<file path="src/rtl/flash_poll_pkg.sv">
// Shared types for the flash completion poller.
// Assumes: a single clock domain; the mode encoding is fixed by the top ports.
package flash_poll_pkg;

    // Polling method, encoded as on mode_i
    typedef enum logic {
        MODE_TOGGLE = 1'b0,
        MODE_DATA   = 1'b1
    } poll_mode_e;

    // Sequencer states
    typedef enum logic [1:0] {
        ST_IDLE = 2'd0,
        ST_REF  = 2'd1,
        ST_WAIT = 2'd2,
        ST_POLL = 2'd3
    } poll_state_e;

endpackage

</file>
<file path="src/rtl/poll_wait_timer.sv">
// Inter-read wait timer.
// Loads a cycle count and counts down while run_i is high.
// expired_o is high when the count is zero.
// Assumes: load_i and run_i are never high in the same cycle.
module poll_wait_timer #(
    parameter int unsigned DLY_W = 24
) (
    input  logic             clk,
    input  logic             rst_n,
    input  logic             load_i,
    input  logic [DLY_W-1:0] load_val_i,
    input  logic             run_i,
    output logic             expired_o
);
    logic [DLY_W-1:0] cnt_q;

    // Load or count down the remaining wait
    always_ff @(posedge clk) begin
        if (!rst_n) begin
            cnt_q <= '0;
        end else if (load_i) begin
            cnt_q <= load_val_i;
        end else if (run_i && (cnt_q != '0)) begin
            cnt_q <= cnt_q - 1'b1;
        end
    end

    assign expired_o = (cnt_q == '0);
endmodule

</file>
<file path="src/rtl/poll_iter_counter.sv">
// Iteration counter shared by both polling modes.
// Reports whether the next step is the last allowed one, and whether
// the next step pushes the count past the warning threshold.
// Assumes: step_i is never high once the limit has been reached.
module poll_iter_counter #(
    parameter int unsigned LIMIT = 32'h0FFF_FFFF,
    parameter int unsigned WARN  = 32'h0010_0000,
    parameter int unsigned CNT_W = 28
) (
    input  logic clk,
    input  logic rst_n,
    input  logic clear_i,
    input  logic step_i,
    output logic last_o,
    output logic over_warn_o
);
    localparam logic [CNT_W-1:0] LAST_IDX = CNT_W'(LIMIT - 1);

    logic [CNT_W-1:0] count_q;

    // Count compared reads of the current operation
    always_ff @(posedge clk) begin
        if (!rst_n) begin
            count_q <= '0;
        end else if (clear_i) begin
            count_q <= '0;
        end else if (step_i) begin
            count_q <= count_q + 1'b1;
        end
    end

    // The step about to happen is iteration count_q+1
    assign last_o      = (count_q == LAST_IDX);
    assign over_warn_o = (32'(count_q) >= WARN);
endmodule

</file>
<file path="src/rtl/poll_status_compare.sv">
// Status-bit comparator.
// Holds the reference bit: the expected bit in data mode, or the previous
// read's toggle bit in toggle mode. It flags a match for the current read.
// Assumes: bit positions lie inside DATA_W.
module poll_status_compare
    import flash_poll_pkg::*;
#(
    parameter int unsigned DATA_W     = 8,
    parameter int unsigned TOGGLE_BIT = 6,
    parameter int unsigned DATA_BIT   = 7
) (
    input  logic              clk,
    input  logic              rst_n,
    input  poll_mode_e        mode_i,
    input  logic              load_i,
    input  logic              load_bit_i,
    input  logic              update_i,
    input  logic [DATA_W-1:0] rd_data_i,
    output logic              match_o
);
    logic ref_q;
    logic watched_bit;

    // Pick the status bit that the active mode watches
    always_comb begin
        if (mode_i == MODE_DATA) watched_bit = rd_data_i[DATA_BIT];
        else                     watched_bit = rd_data_i[TOGGLE_BIT];
    end

    // Keep the reference bit for the next comparison
    always_ff @(posedge clk) begin
        if (!rst_n) begin
            ref_q <= 1'b0;
        end else if (load_i) begin
            ref_q <= load_bit_i;
        end else if (update_i) begin
            ref_q <= rd_data_i[TOGGLE_BIT];
        end
    end

    assign match_o = (watched_bit == ref_q);
endmodule

</file>
<file path="src/rtl/flash_done_poller.sv">
// Flash operation completion poller (top).
// A start pulse begins a poll in toggle or data mode. The block issues one
// read at a time, waits a loaded number of cycles before each compared
// read, and finishes on a status match or on the iteration limit.
// Assumes: the bus master returns rd_ack_i for every request, holding
// rd_data_i valid in the acknowledge cycle.
module flash_done_poller
    import flash_poll_pkg::*;
#(
    parameter int unsigned DATA_W     = 8,
    parameter int unsigned DLY_W      = 24,
    parameter int unsigned POLL_LIMIT = 32'h0FFF_FFFF,
    parameter int unsigned WARN_LIMIT = 32'h0010_0000,
    parameter int unsigned TOGGLE_BIT = 6,
    parameter int unsigned DATA_BIT   = 7
) (
    input  logic              clk,
    input  logic              rst_n,
    input  logic              start_i,
    input  logic              mode_i,
    input  logic [DATA_W-1:0] expect_i,
    input  logic [DLY_W-1:0]  delay_i,
    output logic              rd_req_o,
    input  logic              rd_ack_i,
    input  logic [DATA_W-1:0] rd_data_i,
    output logic              busy_o,
    output logic              done_o,
    output logic              timeout_o,
    output logic              slow_o
);
    localparam int unsigned CNT_W = $clog2(POLL_LIMIT + 1);

    poll_state_e      state_q, state_d;
    poll_mode_e       mode_q;
    logic [DLY_W-1:0] dly_q;
    logic             done_q, tmo_q, slow_q;

    logic accept, ref_fire, poll_fire, finish_ok, finish_to;
    logic tmr_load, tmr_expired;
    logic [DLY_W-1:0] tmr_val;
    logic it_last, it_over;
    logic cmp_update, cmp_match;

    // Decode the events of this cycle
    always_comb begin
        accept     = start_i && (state_q == ST_IDLE);
        ref_fire   = (state_q == ST_REF)  && rd_ack_i;
        poll_fire  = (state_q == ST_POLL) && rd_ack_i;
        finish_ok  = poll_fire && cmp_match;
        finish_to  = poll_fire && !cmp_match && it_last;
        tmr_load   = accept || ref_fire || (poll_fire && !cmp_match && !it_last);
        tmr_val    = accept ? delay_i : dly_q;
        cmp_update = (ref_fire || poll_fire) && (mode_q == MODE_TOGGLE);
    end

    // Next-state sequencing
    always_comb begin
        state_d = state_q;
        case (state_q)
            ST_IDLE: if (accept)
                         state_d = (poll_mode_e'(mode_i) == MODE_TOGGLE) ? ST_REF : ST_WAIT;
            ST_REF:  if (rd_ack_i) state_d = ST_WAIT;
            ST_WAIT: if (tmr_expired) state_d = ST_POLL;
            ST_POLL: if (rd_ack_i)
                         state_d = (finish_ok || finish_to) ? ST_IDLE : ST_WAIT;
            default: state_d = ST_IDLE;
        endcase
    end

    // State, latched operation settings and status flags
    always_ff @(posedge clk) begin
        if (!rst_n) begin
            state_q <= ST_IDLE;
            mode_q  <= MODE_TOGGLE;
            dly_q   <= '0;
            done_q  <= 1'b0;
            tmo_q   <= 1'b0;
            slow_q  <= 1'b0;
        end else begin
            state_q <= state_d;
            done_q  <= finish_ok;
            if (accept) begin
                mode_q <= poll_mode_e'(mode_i);
                dly_q  <= delay_i;
                tmo_q  <= 1'b0;
                slow_q <= 1'b0;
            end else begin
                if (finish_to)           tmo_q  <= 1'b1;
                if (poll_fire && it_over) slow_q <= 1'b1;
            end
        end
    end

    poll_wait_timer #(
        .DLY_W(DLY_W)
    ) wait_i (
        .clk        (clk),
        .rst_n      (rst_n),
        .load_i     (tmr_load),
        .load_val_i (tmr_val),
        .run_i      (state_q == ST_WAIT),
        .expired_o  (tmr_expired)
    );

    poll_iter_counter #(
        .LIMIT (POLL_LIMIT),
        .WARN  (WARN_LIMIT),
        .CNT_W (CNT_W)
    ) iter_i (
        .clk         (clk),
        .rst_n       (rst_n),
        .clear_i     (accept),
        .step_i      (poll_fire),
        .last_o      (it_last),
        .over_warn_o (it_over)
    );

    poll_status_compare #(
        .DATA_W     (DATA_W),
        .TOGGLE_BIT (TOGGLE_BIT),
        .DATA_BIT   (DATA_BIT)
    ) cmp_i (
        .clk        (clk),
        .rst_n      (rst_n),
        .mode_i     (mode_q),
        .load_i     (accept),
        .load_bit_i (expect_i[DATA_BIT]),
        .update_i   (cmp_update),
        .rd_data_i  (rd_data_i),
        .match_o    (cmp_match)
    );

    assign rd_req_o  = (state_q == ST_REF) || (state_q == ST_POLL);
    assign busy_o    = (state_q != ST_IDLE);
    assign done_o    = done_q;
    assign timeout_o = tmo_q;
    assign slow_o    = slow_q;
endmodule

</file>
<file path="config.mk">
export PLATFORM = sky130hd
export DESIGN_NAME = flash_done_poller
export DESIGN_NICKNAME = d
export VERILOG_FILES = /design/src/rtl/flash_poll_pkg.sv /design/src/rtl/poll_wait_timer.sv /design/src/rtl/poll_iter_counter.sv /design/src/rtl/poll_status_compare.sv /design/src/rtl/flash_done_poller.sv
export SDC_FILE = /design/constraint.sdc
export NUM_CORES = 1
export LEC_CHECK = 0
export ABC_CLOCK_PERIOD_IN_PS = 4200
export BUFFER_PORTS_ARGS = -buffer_cell sky130_fd_sc_hd__buf_4
export CAP_MARGIN = 20
export CORE_ASPECT_RATIO = 1.5
export CORE_MARGIN = 3
export CORE_UTILIZATION = 62
export DETAILED_ROUTE_END_ITERATION = 8
export MAX_ROUTING_LAYER = met4
export PLACE_DENSITY = 0.91
export SKIP_LAST_GASP = 1
export SLEW_MARGIN = 15
export SYNTH_ARGS = -nofsm -noshare
export SYNTH_HDL_FRONTEND = slang
export SYNTH_SLANG_ARGS = --single-unit
export TNS_END_PERCENT = 1
</file>
<file path="constraint.sdc">
create_clock -name clk -period 4.2 [get_ports clk]
set_clock_uncertainty 0.05 [all_clocks]
set_input_delay 0.84 -clock clk [delete_from_list [all_inputs] [get_ports clk]]
set_output_delay 0.84 -clock clk [all_outputs]
set_load 0.1 [all_outputs]
</file>
## Yosys cells after proc, flatten, opt, wreduce, memory -nomap -nowiden

Index checks and enable logic that the tools add are counted.
W data, S select, Z words.

- Reduce and logical (&&, ||, !) cells: 25
- Div/mod/pow operators: 0
- Shifts and indexed selects: 0
- Magnitude comparators: 1
- Muxes and demuxes: 13
- Bitwise gates (word level): 2
- Multiply operators: 0
- Add/sub/neg operators: 2
- Equal/unequal tests: 9

Operator list:

| operator | count |
|---|---|
| $mux W24 | 3 |
| $add A28 B1 Y28 const B | 1 |
| $eq A28 B28 Y1 const B | 1 |
| $ge A28 B21 Y1 const B | 1 |
| $logic_not A24 Y1 | 1 |
| $reduce_bool A24 Y1 | 1 |
| $sub A24 B1 Y24 const B | 1 |
| $mux W2 | 6 |
| $logic_and A1 B1 Y1 | 10 |
| $ne A2 B2 Y1 const B | 4 |
| $pmux W2 S4 | 1 |
| $reduce_bool A2 Y1 | 3 |
| $logic_or A1 B1 Y1 | 5 |
| $eq A2 B2 Y1 const B | 2 |
| $reduce_and A4 Y1 | 1 |
| $mux W1 | 3 |
| $eq A2 B1 Y1 const B | 1 |
| $logic_not A1 Y1 | 2 |
| $logic_not A2 Y1 | 1 |
| $not A1 Y1 | 2 |
| $reduce_or A2 Y1 | 1 |
| $eq A1 B1 Y1 | 1 |

- Output and inout port bits: 5
- RAM bits: 0
- Bits in latches: 0
- Bits in read-only memories: 0
- Memories kept: 0
- Register bits after elaboration: 83
- Word-level logic and storage cells: 61

## Longest topological paths before layout

Gate-level depths: netlist (run 1).

- Depth after elaboration: 9
- Mapped depth: 10
- Gate-level depth less buffers: 8

## By module

Synthesis (run 1) repeated with hierarchy kept, for this count alone.

- Cell total of the unflattened synthesis: 450
- Area, all modules: 4,205.3 sq um

By module, submodules not included:

| module | area an instance (sq um) | times used | cells each |
|---|---|---|---|
| poll_wait_timer | 1,465.2 | 1 | 174 |
| poll_iter_counter | 1,360.1 | 1 | 159 |
| flash_done_poller | 1,313.8 | 1 | 111 |
| poll_status_compare | 66.3 | 1 | 6 |

## Worst setup path before layout (run 1)

Ideal clock, no wire load.

- Path kind: input port to flip-flop
- Start point: in rd_ack_i
- End point: reg iter_i.count_q[26]
- Path buffers: 1
- Arrival time: 2,255 ps
- Data required time: 4,022 ps
- Cell stages on the path: 7
- Setup slack: 1,767 ps
- Cell sequence: nand3_1 nor4_1 and2_1 clkbuf_1 nor3b_1 xnor2_1 nor2_1

- Cells in the longest elaborated chain, start to end: 1

Ends and longest elaborated chain:

| item | line | source |
|---|---|---|
| start: declaration | flash_done_poller.sv:24 | `input logic rd_ack_i,` |
| $logic_and A1 B1 Y1 | flash_done_poller.sv:48 | `poll_fire = (state_q == ST_POLL) && rd_ack_i;` |
| end signal: assignment | poll_iter_counter.sv:28 | `count_q <= count_q + 1'b1;` |
| end: declaration | poll_iter_counter.sv:19 | `logic [CNT_W-1:0] count_q;` |

No other way between the ends.
A chain may end at the register's enable or synchronous reset.

## Worst setup path after layout (run 1)

- Start point: reg iter_i.count_q[16]
- End point: reg wait_i.cnt_q[15]

- Cells in the longest elaborated chain, start to end: 5
- Elaborated cells between the ends (all ways): 6
- Classes of those cells: 1 x eq/ne; 1 x mux; 4 x reduce/logical

Ends and longest elaborated chain:

| item | line | source |
|---|---|---|
| $eq A28 B28 Y1 (*) | poll_iter_counter.sv:33 | `assign last_o = (count_q == LAST_IDX);` |
| $logic_not A1 Y1 (*) | flash_done_poller.sv:51 | `tmr_load = accept \|\| ref_fire \|\| (poll_fire && !cmp_match && !it_last);` |
| $logic_and A1 B1 Y1 (*) | flash_done_poller.sv:51 |  |
| $logic_or A1 B1 Y1 (*) | flash_done_poller.sv:51 |  |
| $mux W24 / $reduce_bool A2 Y1 (equally long branches) | -- |  |
| end signal: assignment | poll_wait_timer.sv:22 | `cnt_q <= load_val_i;` |
| end signal: assignment | poll_wait_timer.sv:24 | `cnt_q <= cnt_q - 1'b1;` |
| end: declaration | poll_wait_timer.sv:15 | `logic [DLY_W-1:0] cnt_q;` |

Mark *: on every way between the ends. The rest lies on a longest branch, timed or not.

==> results.txt, run 1 <==
Xor/xnor share of the synthesized area = 11.1%
Fin. max-slew vios = 0
CTS Sinks = 83
Setup CP Type = flop to flop
RSZ-0062 raised after global routing = false
Part of the cycle the worst path needs = 69.4%
Core area = 5870 sq um
Number of synthesized flops with an enable pin = 0
Die area = 7110 sq um
Port Buffer Count = 36
Fmax achieved = 343 MHz
Met3 usage = 4.27%
# hold bufs at CTS = 0
Synth Cell Area = 3790 sq um
Post-Synth Adder-Cell Area = 1.65%
Wire per inst = 15.1 um
Number of global-route vias before repair = 3,177
Final Cell Area = 4260 sq um
M1 GR Usage = 25.6%
Non-filler instance count after layout = 544
CTS tree = done
IO Pins = 50
Num CTS Buffers = 9
CTS clk-pin slew, worst paths = 0.08 ns
GRT overflow = 0
Crit path max fanout = 19
Vias/cell = 5.91
Clk root buf = clkbuf_8
Cell count after placement = 528
Vias post-DR = 3,215
TritonRoute pass-1 iters = 4
Layout net count = 517
Sequential-to-total area share from yosys stat = 43.8%
Crit-path max cell delay = 0.81 ns
GRT Max-Usage Layer = met2
Tot Pwr = 0.00186 W
Register bit total from synthesis = 83
Cells along the critical path = nand4_1, nor4_1, nand2_1, a21o_1, nor2_1, a2bb2oi_1
Worst-case clock buffer depth = 2
Tmin final = 2.92 ns
# Post-CTS Setup Buffers = 0
CP arrival = 3.15 ns
GRT Total Usage = 24.9%
Asr flop ratio synth = 0%
Standard-cell row count = 34
# Max-Cap Violations = 0
# DRC = 0
Mux share of post-synthesis cell area = 2.90%
Die Wd = 69.8 um
Crit-path leading delay family = simple AND/OR/NAND/NOR gates
Synth Flop Type = dfxtp_1
DP Wirelength = 5660 um
Critical Path RT = 4.43 ns
Max_slew headroom = 34.1%
Die H = 102 um
Post_cts resized = 0
Initial drt markers = 163
CP max-delay cell = nor2_1
Area delta synth->final = 12.3%
Post-DP Area = 4080 sq um
Worst Max-Slew Pin Slew = 0.986 ns
Initial Util = 64.6%
Hold crit path type = flop to flop
Final setup fails = 0
Avg Cell Area, Syn = 8.64 sq um
Yosys warning count = 0
Mapped Nets = 489
Cells after Synth = 439
RePlAce Congestion = 0.854
VDD IR max = 0.284 mV
Leak = 1.68 nW
Hold Fails Final Rpt = 0
P per Cell Area = 438 nW/um^2
Met2 Track Usage GR = 44.5%
CP Buf/Inv Count = 0
Distinct cells, synth = 46
First-pass GRT wire length = 13,800 um
Setup_tns = 0 ns
Fraction of layout cells with a size suffix above 1 = 13.6%
Status = complete, no violations
WHS = 0.421 ns
Largest family of logic cells by synthesized area = simple AND/OR/NAND/NOR gates
CTS H-Tree Depth = 3
Final WL = 8210 um
Critical Path Source Type = flop
Simple-Gate Fraction of Synth Area = 25.5%
Setup crit end kind = flop
Detail Route Antenna Nets = 0
Antenna Cells = 0
Initial antenna violation count = 0
Compound-gate portion of the synthesized area = 11.7%
Latest clock arrival within the worst-skew pair = 0.36 ns
Largest net degree at the start of global routing = 31
[cell usage in the layout (no fill, tap or decap), drive strengths merged, types with 2 or more instances in the layout]
master	instances
o21ai	4
nand2b	2
a22o	3
nand4	11
ha	5
or2	2
nor4b	2
nor2b	5
nand3	12
clkinv	2
and4	2
and2	3
a21oi	29
o211a	4
nor3b	5
and3	6
nor3	12
xnor2	19
clkbuf	12
buf	38
nand2	64
inv	9
dfxtp	83
mux2i	11
or3	6
or4	4
nor2	48
a2bb2oi	11
a21o	7
nor4	12
xor2	29
clkinvlp	2
[report_power, final]
group | internal, W | switching (W)
clock network | 0.000245 | 0.000283
logic | 0.000175 | 0.000244
registers | 0.000857 | 0.0000611
total | 0.00128 | 0.000588
[routing by layer]
metal	vias to the layer above	share of wire [%]
li1	1574	-
met1	1514	38
met2	94	54
met3	33	4.9
met4	0	3.4
met5	-	0
[final timing paths]
path	depth (start not counted)	from	slack, ns	endpoint
max	6	iter_i.count_q[16]$_SDFFE_PP0P_	1.28	wait_i.cnt_q[15]$_SDFFE_PN0P_
min reg2reg	2	dly_q[15]$_SDFF_PN0_	0.42	dly_q[15]$_SDFF_PN0_
min	2	dly_q[15]$_SDFF_PN0_	0.42	dly_q[15]$_SDFF_PN0_
max reg2reg	6	iter_i.count_q[16]$_SDFFE_PP0P_	1.28	wait_i.cnt_q[15]$_SDFFE_PN0P_
[metrics by stage]
step | util (%) | worst slack (ns)
after floorplan | - | 1.77
after global placement | 69.5 | 1.30
after detailed placement | 69.5 | 1.15
after CTS | 72.5 | 1.28
after global routing | 72.5 | 1.08
final | 72.5 | 1.28
[flip-flops by register name (all words and copies together) (netlist names)]
| signal | count |
|---|---|
| iter_i.count_q | 28 |
| dly_q | 24 |
| wait_i.cnt_q | 24 |
| state_q | 2 |
| cmp_i.ref_q | 1 |
| done_o | 1 |
| mode_q | 1 |
| slow_o | 1 |
| timeout_o | 1 |
[synth_stat cells (2+ instances only)]
| master | number | share of area [%] |
|---|---|---|
| dfxtp_1 | 83 | 44 |
| nand2_1 | 64 | 6.3 |
| nor2_1 | 48 | 4.8 |
| a21oi_1 | 29 | 3.8 |
| xor2_1 | 29 | 6.7 |
| xnor2_1 | 19 | 4.4 |
| clkbuf_1 | 16 | 1.6 |
| nand3_1 | 12 | 1.6 |
| nor4_1 | 12 | 2.0 |
| a2bb2oi_1 | 11 | 2.5 |
| mux2i_1 | 11 | 2.9 |
| nand4_1 | 11 | 1.8 |
| nor3_1 | 11 | 1.5 |
| inv_1 | 9 | 0.89 |
| a21o_1 | 7 | 1.4 |
| and3_1 | 6 | 0.99 |
| ha_1 | 5 | 1.7 |
| nor2b_1 | 5 | 0.83 |
| nor3b_1 | 5 | 0.99 |
| o211a_1 | 4 | 1.1 |
| o21ai_0 | 4 | 0.53 |
| a22o_1 | 3 | 0.69 |
| buf_2 | 3 | 0.40 |
| and2_1 | 2 | 0.33 |
| and4_1 | 2 | 0.46 |
| nand2b_1 | 2 | 0.33 |
| nor4b_1 | 2 | 0.46 |
| or2_2 | 2 | 0.33 |
| or3_1 | 2 | 0.33 |
| or3_2 | 2 | 0.40 |
| or3_4 | 2 | 0.59 |
| or4_1 | 2 | 0.40 |
[cell type report]
type | count | area [sq um]
clock buffer | 12 | 155
inverter | 9 | 33.8
multi-input combinational | 326 | 2010
timing repair buffer | 38 | 285
clock inverter | 4 | 25.0
tap | 72 | 90.1
fill | 434 | 1610
sequential | 83 | 1660
[worst min-delay path: cells and delay by family, from the launching register on]
kind	cells	cell delay, ns
and+or+nand+nor	1	0.05
AOI/OAI and AO/OA	1	0.07
DFF	1	0.30
[logic make-up (layout without fill, tap and decap cells)]
logic type	count (synthesis)	in the layout
XOR/XNOR	48	48
multiplexers	11	11
AND/OR/NAND/NOR	196	196
buffers and inverters	30	63
AO/OA/AOI/OAI	66	66
adder cells (fa/ha/maj)	5	5
flip-flops	83	83
(Power assumes the default switching activity.)
==> run 2: changes to the inputs <==
Settings changed: ABC_CLOCK_PERIOD_IN_PS 4200 to 2900, CORE_UTILIZATION 62 to 57, PLACE_DENSITY 0.91 to 0.85.
Clock period 4.2 ns to 2.9 ns, I/O delays scaled along.
==> results.txt, run 2 (same netlist as run 1, synthesis figures left out) <==
FF-to-FF setup slack = 0.34 ns
# Max-Cap Violations = 0
CTS tree = done
GRT overflow = 0
Top Registers = iter_i.count_q (28), dly_q (24), wait_i.cnt_q (24)
Antenna Cells = 0
# DRC = 0
TritonRoute pass-1 iters = 4
# hold bufs at CTS = 0
CTS Sinks = 83
Hold path cells = 2
WHS = 0.415 ns
Multi-input logic area = 2010 sq um
Fin. max-slew vios = 0
Worst Max-Slew Pin Slew = 0.660 ns
Cells along the critical path = nor4_1, nand2_1, or3_2, nor4_1, xnor2_1, a2bb2oi_1
Port Buffer Count = 36
Die Wd = 72.6 um
Setup_tns = 0 ns
VDD IR max = 0.480 mV
Number of global-route vias before repair = 3,181
Part of the cycle the worst path needs = 88.2%
Tmin final = 2.56 ns
Hold Fails Final Rpt = 0
Core area = 6310 sq um
Die area = 7690 sq um
Die H = 106 um
CP max-delay cell = nor4_1
Initial Util = 60.1%
CTS H-Tree Depth = 3
Storage cell area = 1660 sq um
Critical Path Source Type = flop
DP Wirelength = 5730 um
Standard-cell row count = 35
CTS clk-pin slew, worst paths = 0.08 ns
Largest register FFs = 28
Crit-path max cell delay = 0.58 ns
Fillers = 518
RSZ-0062 raised after global routing = false
Hold crit path type = flop to flop
Num CTS Buffers = 9
RePlAce Congestion = 0.849
P per Cell Area = 658 nW/um^2
Status = complete, no violations
Setup crit end kind = flop
Fraction of layout cells with a size suffix above 1 = 14.9%
Commonest non-fill, non-tap cells in the layout = dfxtp_1 (83), nand2_1 (64), nor2_1 (46)
Worst-case clock buffer depth = 2
Critical Path RT = 3.09 ns
CP arrival = 2.74 ns
Biggest register = iter_i.count_q
IO Pins = 50
Max_slew headroom = 55.9%
Hold EP = dly_q[12]$_SDFF_PN0_
Final WL = 8110 um
Initial drt markers = 137
Initial antenna violation count = 0
RR Endpoint = wait_i.cnt_q[16]$_SDFFE_PN0P_
Reg2reg path depth = 6
Vias post-DR = 3,156
Vias/cell = 5.72
Crit path max fanout = 7
Largest net degree at the start of global routing = 31
Latest clock arrival within the worst-skew pair = 0.36 ns
Wire per inst = 14.7 um
Final setup fails = 0
Most used cell, CP = nor4_1
First-pass GRT wire length = 13,700 um
Fmax achieved = 391 MHz
Leak = 1.73 nW
Most common cell after layout, fill and taps aside = dfxtp_1
Hold Path Origin = dly_q[12]$_SDFF_PN0_
Setup CP Type = flop to flop
Detail Route Antenna Nets = 0
Worst r2r src = wait_i.cnt_q[3]$_SDFFE_PN0P_
Layout net count = 523
Clk root buf = clkbuf_8
Area delta synth->final = 15.2%
GRT Total Usage = 23.1%
## run 2: worst max-delay path by stage
stage                                                from                       endpoint  slack, ns  cells past startpoint
after floorplan             wait_i.cnt_q[10]$_SDFFE_PN0P_   wait_i.cnt_q[3]$_SDFFE_PN0P_       0.57                      6
after global placement    iter_i.count_q[16]$_SDFFE_PP0P_  wait_i.cnt_q[18]$_SDFFE_PN0P_       0.46                      6
after detailed placement  iter_i.count_q[16]$_SDFFE_PP0P_  wait_i.cnt_q[10]$_SDFFE_PN0P_       0.41                      6
after CTS                 iter_i.count_q[16]$_SDFFE_PP0P_  wait_i.cnt_q[10]$_SDFFE_PN0P_       0.26                      6
after global routing      iter_i.count_q[16]$_SDFFE_PP0P_  wait_i.cnt_q[10]$_SDFFE_PN0P_       0.23                      6
final                        wait_i.cnt_q[3]$_SDFFE_PN0P_  wait_i.cnt_q[16]$_SDFFE_PN0P_       0.34                      6
## run 2: power by group
part / internal [W] / switching [W] / total [W]
Combinational: 0.000268 / 0.000356 / 0.000624
Sequential: 0.00124 / 0.0000825 / 0.00132
Clock: 0.000531 / 0.000397 / 0.000928
Total: 0.00204 / 0.000835 / 0.00288
## run 2: area by class of cell
cell class	count	share of cell area [%]
multi-input cells	326	46.0
flip-flops and latches	83	38.0
repair buffers	44	7.85
clock buffers	12	3.55
well taps	74	2.12
clock inverters	4	1.66
inverters	9	0.773
## run 2: routing by layer
| metal | wire (um) | share of wire, % | up-vias | GRT usage, % |
|---|---|---|---|---|
| met1 | 3230 | 40 | 1468 | 23.6 |
| met5 | 0 | 0 | - | - |
| li1 | - | - | 1585 | - |
| met3 | 355 | 4.4 | 30 | 4.39 |
| met4 | 299 | 3.7 | 0 | 13.5 |
| met2 | 4230 | 52 | 73 | 39.8 |
## run 2: timing repair
action                                  4_1_cts  5_1_grt
resized for setup                             0        1
setup buffers                                 0        0
endpoints found under the setup margin        0        1
endpoints found under the hold margin         0        0
## run 2: critical path: cells and delay by family, from the launching register on
| kind | cells | cell delay (ns) |
|---|---|---|
| simple gates | 4 | 1.69 |
| flops | 1 | 0.36 |
| xor+xnor | 1 | 0.22 |
| compound gates | 1 | 0.12 |
## run 2: through the flow
step | worst slack (ns) | power (W) | cell area (sq um) | utilization (%) | cells
after floorplan | 0.569 | 0.00180 | 3790 | - | 439
after global placement | 0.459 | 0.00193 | 4140 | 65.6 | 536
after detailed placement | 0.406 | 0.00196 | 4140 | 65.6 | 536
after CTS | 0.263 | 0.00288 | 4370 | 69.2 | 552
after global routing | 0.234 | 0.00301 | 4370 | 69.3 | 552
final | 0.342 | 0.00288 | 4370 | 69.3 | 552
